**config.mk**
```make
export PLATFORM = sky130hd
export DESIGN_NAME = prio_irq_ctrl
export DESIGN_NICKNAME = d
export VERILOG_FILES = /design/src/rtl/prio_irq_ctrl.sv
export SDC_FILE = /design/constraint.sdc
export NUM_CORES = 1
export LEC_CHECK = 0
export ABC_AREA = 1
export BUFFER_PORTS_ARGS = -buffer_cell sky130_fd_sc_hd__buf_2
export CAP_MARGIN = 10
export CORE_ASPECT_RATIO = 1.1
export CORE_MARGIN = 1
export CORE_UTILIZATION = 52
export DETAILED_ROUTE_END_ITERATION = 16
export PLACE_DENSITY_LB_ADDON = 0.2
export SYNTH_ARGS = -nofsm -noshare
export SYNTH_HDL_FRONTEND = slang
export SYNTH_SLANG_ARGS = --single-unit
```
**constraint.sdc**
```tcl
create_clock -name clk -period 3.6 [get_ports clk]
set_clock_uncertainty 0.05 [all_clocks]
set_input_delay 0.18 -clock clk [delete_from_list [all_inputs] [get_ports clk]]
set_output_delay 0.18 -clock clk [all_outputs]
set_load 0.01 [all_outputs]
```
**src/rtl/prio_irq_ctrl.sv**
```systemverilog
module prio_irq_ctrl (
  input  logic       clk,
  input  logic       rst_n,
  input  logic       addr0,
  input  logic       wr_en,
  input  logic       rd_en,
  input  logic [7:0] wdata,
  output logic [7:0] rdata,
  input  logic [7:0] irq_in,
  output logic       int_out,
  input  logic       ack,
  output logic [7:0] vec_out
);
  localparam int unsigned NLV = 8;
  localparam int unsigned LW  = $clog2(NLV);

  typedef enum logic [1:0] {ST_RUN, ST_W2, ST_W3, ST_W4} ist_t;
  ist_t ist;

  logic          lvl_trig, single, need4, aeoi, rot_en, sel_isr, smm, poll;
  logic [4:0]    base;
  logic [NLV-1:0] imr, isr, irr_q, irq_d, irr, pend;
  logic [LW-1:0] lp, win, ihi;
  logic          win_ok, ihi_ok;

  assign irr  = lvl_trig ? irq_in : irr_q;
  assign pend = irr & ~imr;

  always_comb begin
    logic [LW-1:0] idx;
    logic blk;
    win = '1; win_ok = 1'b0; ihi = '0; ihi_ok = 1'b0; blk = 1'b0;
    for (int k = 0; k < NLV; k++) begin
      idx = lp + LW'(k) + LW'(1);
      if (!win_ok && !blk) begin
        if (pend[idx] && !isr[idx]) begin
          win = idx; win_ok = 1'b1;
        end else if (isr[idx] && !smm) begin
          blk = 1'b1;
        end
      end
      if (isr[idx] && !ihi_ok) begin
        ihi = idx; ihi_ok = 1'b1;
      end
    end
  end

  assign int_out = win_ok;
  assign vec_out = {base, win};
  assign rdata   = addr0 ? imr : (poll ? {win_ok, 4'b0000, win} : (sel_isr ? isr : irr));

  wire is_run = (ist == ST_RUN);
  wire wr_c   = wr_en && !addr0;
  wire wr_d   = wr_en && addr0;
  wire icw1   = wr_c && wdata[4];
  wire ocw2   = wr_c && is_run && (wdata[4:3] == 2'b00);
  wire ocw3   = wr_c && is_run && (wdata[4:3] == 2'b01);
  wire eoi_ns = ocw2 && wdata[5] && !wdata[6];
  wire eoi_sp = ocw2 && wdata[5] && wdata[6];
  wire setp   = ocw2 && !wdata[5] && wdata[6] && wdata[7];
  wire rotcfg = ocw2 && !wdata[5] && !wdata[6];
  wire take   = ack && win_ok;
  wire clr_go = eoi_sp || (eoi_ns && ihi_ok);
  wire [LW-1:0] clr_lvl = eoi_sp ? wdata[2:0] : ihi;

  logic [NLV-1:0] isr_nx;
  logic [LW-1:0]  lp_nx;
  always_comb begin
    isr_nx = isr;
    lp_nx  = lp;
    if (clr_go) begin
      isr_nx[clr_lvl] = 1'b0;
      if (wdata[7]) lp_nx = clr_lvl;
    end
    if (setp) lp_nx = wdata[2:0];
    if (take) begin
      if (!aeoi) isr_nx[win] = 1'b1;
      else if (rot_en) lp_nx = win;
    end
  end

  wire [NLV-1:0] ack_clr = take ? (NLV'(1) << win) : '0;

  always_ff @(posedge clk or negedge rst_n) begin
    if (!rst_n) begin
      ist <= ST_RUN; lvl_trig <= 1'b0; single <= 1'b0; need4 <= 1'b0;
      aeoi <= 1'b0; rot_en <= 1'b0; sel_isr <= 1'b0; smm <= 1'b0; poll <= 1'b0;
      base <= '0; imr <= '0; isr <= '0; irr_q <= '0; irq_d <= '0; lp <= '1;
    end else begin
      irq_d <= irq_in;
      if (icw1) begin
        ist <= ST_W2; lvl_trig <= wdata[3]; single <= wdata[1]; need4 <= wdata[0];
        aeoi <= 1'b0; rot_en <= 1'b0; sel_isr <= 1'b0; smm <= 1'b0; poll <= 1'b0;
        imr <= '0; isr <= '0; irr_q <= '0; lp <= '1;
      end else begin
        irr_q <= (irr_q | (irq_in & ~irq_d)) & ~ack_clr;
        isr   <= isr_nx;
        lp    <= lp_nx;
        unique case (ist)
          ST_W2: if (wr_d) begin
            base <= wdata[7:3];
            ist  <= !single ? ST_W3 : (need4 ? ST_W4 : ST_RUN);
          end
          ST_W3: if (wr_d) ist <= need4 ? ST_W4 : ST_RUN;
          ST_W4: if (wr_d) begin
            aeoi <= wdata[1];
            ist  <= ST_RUN;
          end
          default: if (wr_d) imr <= wdata;
        endcase
        if (rotcfg) rot_en <= wdata[7];
        if (ocw3) begin
          if (wdata[1]) sel_isr <= wdata[0];
          if (wdata[6]) smm <= wdata[5];
        end
        if (ocw3 && wdata[2]) poll <= 1'b1;
        else if (rd_en && !addr0) poll <= 1'b0;
      end
    end
  end
endmodule

```
* Word-level counts from Yosys, hierarchy flattened
Index checks and enable logic that the tools add are counted.
W data, S select, Z words.
** Storage, ports and cells
- Output and inout bits :: 17
- Word-level logic and storage cells :: 304
- Flip-flop bits (word level) :: 50
** Operators by class
- Add/sub/neg operators :: 14
- Shift-type cells :: 1
- Magnitude comparators :: 12
- Bitwise logic cells :: 11
- Reduce and logical (&&, ||, !) cells :: 99
- Multiplexer cells :: 144
- Equality and inequality tests :: 8
** Operators by type and width (count)
- $mux W8 :: 13
- $mux W3 :: 31
- $mux W1 :: 75
- $bmux W1 S3 :: 16
- $logic_and A1 B1 Y1 :: 48
- $lt A3 B4 Y1 const B :: 10
- $logic_not A1 Y1 :: 33
- $and A8 B8 Y8 :: 4
- $not A8 Y8 :: 4
- $add A3 B1 Y3 const B :: 8
- $or A8 B8 Y8 :: 2
- $add A3 B3 Y3 const B :: 4
- $mux W2 :: 6
- $reduce_bool A2 Y1 :: 6
- $ne A3 B3 Y1 const B :: 3
- $reduce_and A2 Y1 :: 4
- $shl A1 B3 Y8 const A :: 1
- $add A3 B2 Y3 const B :: 2
- $demux W1 S3 :: 2
- $ge A3 B1 Y1 const B :: 2
- $pmux W2 S3 :: 1
- $eq A2 B1 Y1 const B :: 2
- $eq A2 B2 Y1 const B :: 2
- $logic_not A2 Y1 :: 2
- 8 further kinds :: 8

* Longest topological paths before layout
Gate-level depths: netlist (run 1).
- Depth after elaboration :: 37
- Depth in mapped cells :: 33

* Least setup slack after synthesis (run 1)
Ideal clock, no wire load.
- Path type :: reg-to-output
- Start :: register lp[1]
- End :: output rdata[1]
- Path slack :: -0.076 ns
- Data required time :: 3.370 ns
- Cell stages (with the launch flop) :: 29
- Arrival time :: 3.446 ns
- Path through :: dfstp_2 -> buf_2 -> inv_1 -> clkbuf_1 -> ha_1 -> inv_2 -> buf_2 -> nand3_1 -> nand2_1 -> nand2_1 -> nand2_1 -> inv_1 -> nor2_1 -> nand2_1 -> nor2_1 -> nand2_1 -> nand3_1 -> nand2_2 -> nor2_2 -> nor2_4 -> nand3_2 -> inv_1 -> nand2_1 -> nand2_1 -> nand2_1 -> nand2_1 -> nand2_2 -> nand2_1 -> a31oi_1
** Between the ends
- Word-level cells in the longest chain between the ends :: 29
- Elaborated cells on any way between the ends :: 140
** RTL lines
- from (decl) :: line 23 : logic [LW-1:0] lp, win, ihi;
- from (signal assigned) :: line 98 : lp <= lp_nx;
- parallel branches: the longest is 26 deep, another holds $add A3 B1 Y3
- $mux W3 * :: line 35 : if (!win_ok && !blk) begin
- net vec_out[1] :: line 12 : output logic [7:0] vec_out
- $mux W8 * (2 in series) :: line 50 : assign rdata = addr0 ? imr : (poll ? {win_ok, 4'b0000, win} : (sel_isr ? isr : irr));
- to (decl) :: line 8 : output logic [7:0] rdata,
Mark *: on every way through the listed nets, which the timed path passes. The select of a mux whose other input is x is not followed.

* Worst setup path in the final report (run 1)
- Start :: register lp[1]
- End :: output rdata[7]
** Between the ends
- Word-level cells in the longest chain between the ends :: 29
- Elaborated cells on any way between the ends :: 127
** RTL lines (line)
- parallel branches: the longest is 26 deep, another holds $add A3 B1 Y3
- $mux W1 * :: 35
- $mux W8 * (2 in series) :: 50
Mark *: on every way between the ends. The select of a mux whose other input is x is not followed.

==> results.toml, run 1 <==
[cells_and_area]
area_delta_synth_final_pct = 33.29
nets = 765
n_antenna_cell = 0
drive_gt1_share_pct = 34.14
fin_cells = 849

[hold_path]
hold_path_class = "in -> reg"
min_to = "lvl_trig"
min_from = "wdata[3]"
worstHoldPathCells = 3

[setup_path]
ff2ff_path_depth = 27
crit_type = "reg -> out"
cp.arrival_ns = 3.56
worstReg2RegEnd = "irr_q[7]"
critical-path-slowest-cell = "dfstp_2"
reg2reg_from = "lp[1]"
cp_common_cell = "nand2_4"
rrSetupSlack_ns = -0.12
cpPeakStageDelay_ns = 0.57
critPathMaxFanout = 8
endpoint_kind = "primary output"
critPathLaunchType = "flip-flop"
required_ns = 3.37

[logic_synthesis]
ys.flop_type = "dfrtp_1"
avgSynthCellArea_um2 = 6.561
yosysTopAreaCell = "dfrtp_1"
synth-seq-cells = 50
synth_top_area_share_pct = 27.97
yosysUniqueCellTypes = 48
synth.mux.area_fraction_pct = 0.5058
synth_area_leaders = "dfrtp_1 (28%), nand2_1 (15%), nand3_1 (7.7%)"
ys_seq_area_share_pct = 29.84
synth-simple-area-share_pct = 39.07
syn_inst = 641
synthAdderAreaFrac_pct = 0.8926
yosys.area_share.xor_xnor_pct = 0.6546
syn_area_mm2 = 0.004205
synth_compound_area_share_pct = 18.74
synth_edf_count = 0
synth_top_family_by_area = "simple AND/OR/NAND/NOR gates"
synthArstFlopShare_pct = 100.0
synth_nets = 666
synth_warnings = 0

[clocking]
cts_root_buf = "clkbuf_8"
numCtsBuffers = 5
insertion_delay_ns = 0.31
numClockSinks = 50
cts_tree = "done"
cts_max_level = 2
clock_path_buffers = 2
clk_pin_slew_ns = 0.10

[detailed_routing]
drt-total-wl_um = 14860
first_pass_iters = 5
drtIter0Drc = 300
post-route-drc-count = 0
vias_per_cell = 5.718
ant_nets = 0
post_drt_wl_per_cell_um = 17.50
vias = 4855

[placement]
place_hpwl_um = 10990
port_buffers = 38
gpl.final_weighted_congestion = 0.9949
post-place-cells = 796

[timing]
fin_crit_sh_pct = 105.3
setup_viol = 20
max_freq_ghz = 0.2638
drv_slew = 0
maxSlewHeadroom_pct = 59.72
tightest_slew_ns = 0.6005
layout_setup_ws_ns = -0.1902
post-route-min-period_ns = 3.790
hold_viol_final = 0
rsz0062_at_grt = "yes"

[die]
core_mm2 = 0.007870
row_count = 34
die_height_um = 96.32
die_x_um = 87.75
die_area_mm2 = 0.008451
pin_count = 39
initial_core_util_pct = 53.43

[status]
status = "finished with violations"
violations = "negative setup slack"

[grt]
grt_max_degree = 27
grt_pass1_wl_um = 22910
grt_overflow_total = 0
antenna_found_initial = 0
grtUsageTotal_pct = 36.06
grt_pass1_vias = 4545

[run]
maxCapViolCount = 0
[routing by layer]
layer  share of wire (%)  wire length [um]  GRT usage [%]
met5                   0                 0              0
met1                  40              5871          43.16
met2                  49              7295          62.02
met4                 6.2               918          20.36
met3                 5.2               771          4.889
[cells by family after synthesis]
group	count (synthesis)
multiplexers	2
flip-flops	50
buffers and inverters	103
AND/OR/NAND/NOR	348
XOR/XNOR	1
AO/OA/AOI/OAI	134
adder cells (fa/ha/maj)	3
[worst max path at each step]
stage | endpoint | from | depth (start not counted)
2_1_floorplan | rdata[1] | lp[1] | 24
3_3_place_gp | lp[2] | lp[1] | 20
3_5_place_dp | irr_q[6] | lp[0] | 23
4_1_cts | rdata[2] | lp[1] | 27
5_1_grt | rdata[2] | lp[1] | 25
6_report | rdata[7] | lp[1] | 25
[synthesized netlist by cell type, drive strengths merged (2+ instances only)]
master and instances:
a211oi 2, a21oi 40, a31oi 7, buf 10
clkbuf 7, clkinv 2, dfrtp 47, dfstp 3
ha 3, inv 84, nand2 195, nand3 73
nand3b 2, nand4 2, nor2 66, nor3 7
o21a 2, o21ai 63, o221ai 3, o22ai 10
[area by class of cell]
| type | count | area (um2) |
|---|---|---|
| flip-flops and latches | 50 | 1255 |
| well taps | 108 | 135.1 |
| inverters | 86 | 342.8 |
| repair buffers | 109 | 834.6 |
| clock inverters | 3 | 48.80 |
| clock buffers | 5 | 68.82 |
| multi-input cells | 488 | 2920 |
| fillers | 676 | 2265 |
[cells in the final DEF (no fill, tap or decap), drive strengths merged, types with 2 or more instances in the layout]
| cell type | instances |
|---|---|
| nand2 | 195 |
| buf | 100 |
| inv | 85 |
| nand3 | 73 |
| nor2 | 66 |
| o21ai | 63 |
| dfrtp | 47 |
| a21oi | 40 |
| o22ai | 10 |
| dlygate4sd3 | 9 |
| a31oi | 7 |
| nor3 | 7 |
| clkbuf | 5 |
| dfstp | 3 |
| o221ai | 3 |
| ha | 3 |
| nand3b | 2 |
| o21a | 2 |
| a211oi | 2 |
| nand4 | 2 |
| clkinv | 2 |
[metrics by stage]
stage               worst slack (ns)  hold slack, ns  area (um2)  TNS, ns  util [%]
finish                       -0.1902         0.08227        5605   -1.762     71.22
global route                 -0.3908          0.1048        5605   -6.383     71.22
CTS                         -0.09775         0.08396        5228  -0.3662     66.42
detailed placement          -0.05282          0.1605        4642  -0.1852     58.98
global placement             0.01830          0.1480        4642        0     58.98
floorplan                    0.05172         -0.1656        4229        0         -
[critical path: cells and delay by family, from the launching register on]
kind                     cells  cell delay, ns
buffers and inverters        6            0.57
adder cells (fa/ha/maj)      1            0.32
AO/OA/AOI/OAI                2            0.26
AND/OR/NAND/NOR             16            1.52
flip-flops                   1            0.57
[timing repair]
| action | in CTS | in global routing |
|---|---|---|
| resized for setup | 49 | 79 |
| pin swaps | 27 | 32 |
| buffers inserted | 25 | 11 |
| hold endpoints to repair | 30 | 0 |
| hold buffers | 9 | 0 |
| endpoints found under the setup margin | 13 | 27 |
[sequential cells by signal, indices dropped and copies added (netlist names), 2 cells and up]
register and count:
lp 3, ist 2, irq_d 8, imr 8
isr 8, irr_q 8, base 5
Power of run 1 is not shown: default switching activity piles up to over one toggle a cycle in this logic, so the estimate is an artifact.
==> run 2: changes to the inputs <==
--- a/config.mk
+++ b/config.mk
@@ -6,13 +6,14 @@
 export NUM_CORES = 1
 export LEC_CHECK = 0
 export ABC_AREA = 1
-export BUFFER_PORTS_ARGS = -buffer_cell sky130_fd_sc_hd__buf_2
 export CAP_MARGIN = 10
 export CORE_ASPECT_RATIO = 1.1
 export CORE_MARGIN = 1
 export CORE_UTILIZATION = 52
 export DETAILED_ROUTE_END_ITERATION = 16
+export DONT_BUFFER_PORTS = 1
 export PLACE_DENSITY_LB_ADDON = 0.2
+export SKIP_LAST_GASP = 1
 export SYNTH_ARGS = -nofsm -noshare
 export SYNTH_HDL_FRONTEND = slang
 export SYNTH_SLANG_ARGS = --single-unit
==> run 2 against run 1 <==
  * Critical endpoint is now rdata[2]
  * Highest routed layer unchanged
  * The run ends with negative hold slack, negative setup slack left
  * Critical path depth up 2
  * Count of clock-buffer cells in the layout unchanged
  * Final cell count down 5.5%
  * Die area unchanged
  * Cell area down 4.8%
  * Worst setup slack better by 0.086 ns
  * Worst hold slack worse by 0.084 ns
  * Maximum frequency up 2.3%
==> results.toml, run 2 (same netlist as run 1, synthesis figures left out) <==
[status]
status = "finished with violations"
violations = "negative hold slack, negative setup slack"

[clocking]
cts_root_buf = "clkbuf_8"
numCtsBuffers = 5
cts_max_level = 2
numClockSinks = 50
clk_pin_slew_ns = 0.10
cts_tree = "done"
clock_path_buffers = 2
insertion_delay_ns = 0.31

[die]
die_area_mm2 = 0.008451
row_count = 34
die_height_um = 96.32
die_x_um = 87.75
initial_core_util_pct = 53.43
pin_count = 39
core_mm2 = 0.007870

[placement]
gpl.final_weighted_congestion = 1.007
place_hpwl_um = 10720
place_area_mm2 = 0.004407
dpl_worst_slack_ns = -0.1098
port_buffers = 0

[timing]
drv_slew = 0
hold_viol_final = 1
post-route-min-period_ns = 3.704
setup_viol = 19
fin_crit_sh_pct = 102.9
whs_ns = -0.002159
rsz0062_at_grt = "yes"
maxSlewHeadroom_pct = 62.89
max_freq_ghz = 0.2700
tightest_slew_ns = 0.5532
layout_setup_ws_ns = -0.1039

[cells_and_area]
area_delta_synth_final_pct = 26.87
n_antenna_cell = 0
post-route-util_pct = 67.79
final_cell_mix = "nand2_1 (138), inv_1 (63), o21ai_0 (56)"
final_cell_area_mm2 = 0.005335
nets = 718
final_common_cell = "nand2_1"
drive_gt1_share_pct = 29.68

[setup_path]
critPathMaxFanout = 5
cp.arrival_ns = 3.47
endpoint_kind = "primary output"
required_ns = 3.37
crit_type = "reg -> out"
critPathLaunchType = "flip-flop"

[grt]
grt_pass1_vias = 4336
grt_pass1_wl_um = 21830
grtUsageTotal_pct = 34.44
grt_overflow_total = 0
antenna_found_initial = 0
grt_max_degree = 51

[detailed_routing]
post-route-drc-count = 0
vias_per_cell = 5.829
drtIter0Drc = 348
drt-total-wl_um = 14340
ant_nets = 0
post_drt_wl_per_cell_um = 17.88
vias = 4675
first_pass_iters = 6

[hold_path]
hold_path_class = "in -> reg"

[run]
maxCapViolCount = 0
## run 2: worst max-delay path, cell delays in order (launching register included)
cell	delay (ns)
dfstp_2	0.58
inv_2	0.06
ha_4	0.32
buf_6	0.12
nand2_4	0.05
nand2_4	0.09
nand2_2	0.05
nand2_2	0.06
nand2_2	0.06
nand2_4	0.08
nand2_2	0.05
inv_2	0.07
nand2_4	0.06
nand2_4	0.09
inv_2	0.05
a21oi_2	0.17
nand2_4	0.09
nor2_4	0.16
nor2_4	0.07
nand2_1	0.12
nor2_1	0.05
nor2_1	0.15
nand2_2	0.07
nand2_2	0.10
nand2_4	0.08
a22oi_2	0.11
nand2_1	0.08
o21ai_2	0.11
## run 2: stage by stage
stage	setup TNS [ns]	cells
2_1_floorplan	0	641
3_3_place_gp	-0.1354	752
3_5_place_dp	-0.4027	752
4_1_cts	-0.2201	793
5_1_grt	-5.538	802
6_report	-0.9436	802
## run 2: worst paths after layout
check                           startpoint  endpoint  slack, ns  depth (start not counted)
worst max register to register       lp[0]  irr_q[5]      -0.09                         29
max in group asynchronous            rst_n     lp[2]       2.90                          2
worst min-delay path             irq_in[0]  irr_q[0]     -0.002                          2
min in group asynchronous            rst_n    rot_en       0.33                          2
worst max-delay path                 lp[0]  rdata[2]      -0.10                         27
worst min register to register    irr_q[0]  irr_q[0]       0.47                          2
## run 2: layout make-up
type / count / area, um2
multi-input cells: 488 / 2918
fillers: 691 / 2535
flip-flops and latches: 50 / 1255
repair buffers: 61 / 563.0
inverters: 86 / 342.8
well taps: 108 / 135.1
clock buffers: 5 / 68.82
clock inverters: 3 / 48.80
repair inverters: 1 / 3.754
## run 2: what timing repair did
action / in CTS / in global routing
hold endpoints to repair: 69 / 0
cloned: 1 / 0
setup buffers: 17 / 9
pin swaps: 33 / 35
setup endpoints to repair: 12 / 27
gates resized for setup: 48 / 71
hold buffers: 15 / 0
## run 2: metal layers
layer	share of wire, %	wire length [um]	GRT usage, %
met1	39	5622	41.81
met5	0	0	0
met3	5.3	757	4.117
met4	4.6	654	16.94
met2	51	7305	60.14
Power of run 2 is left out for the same reason.
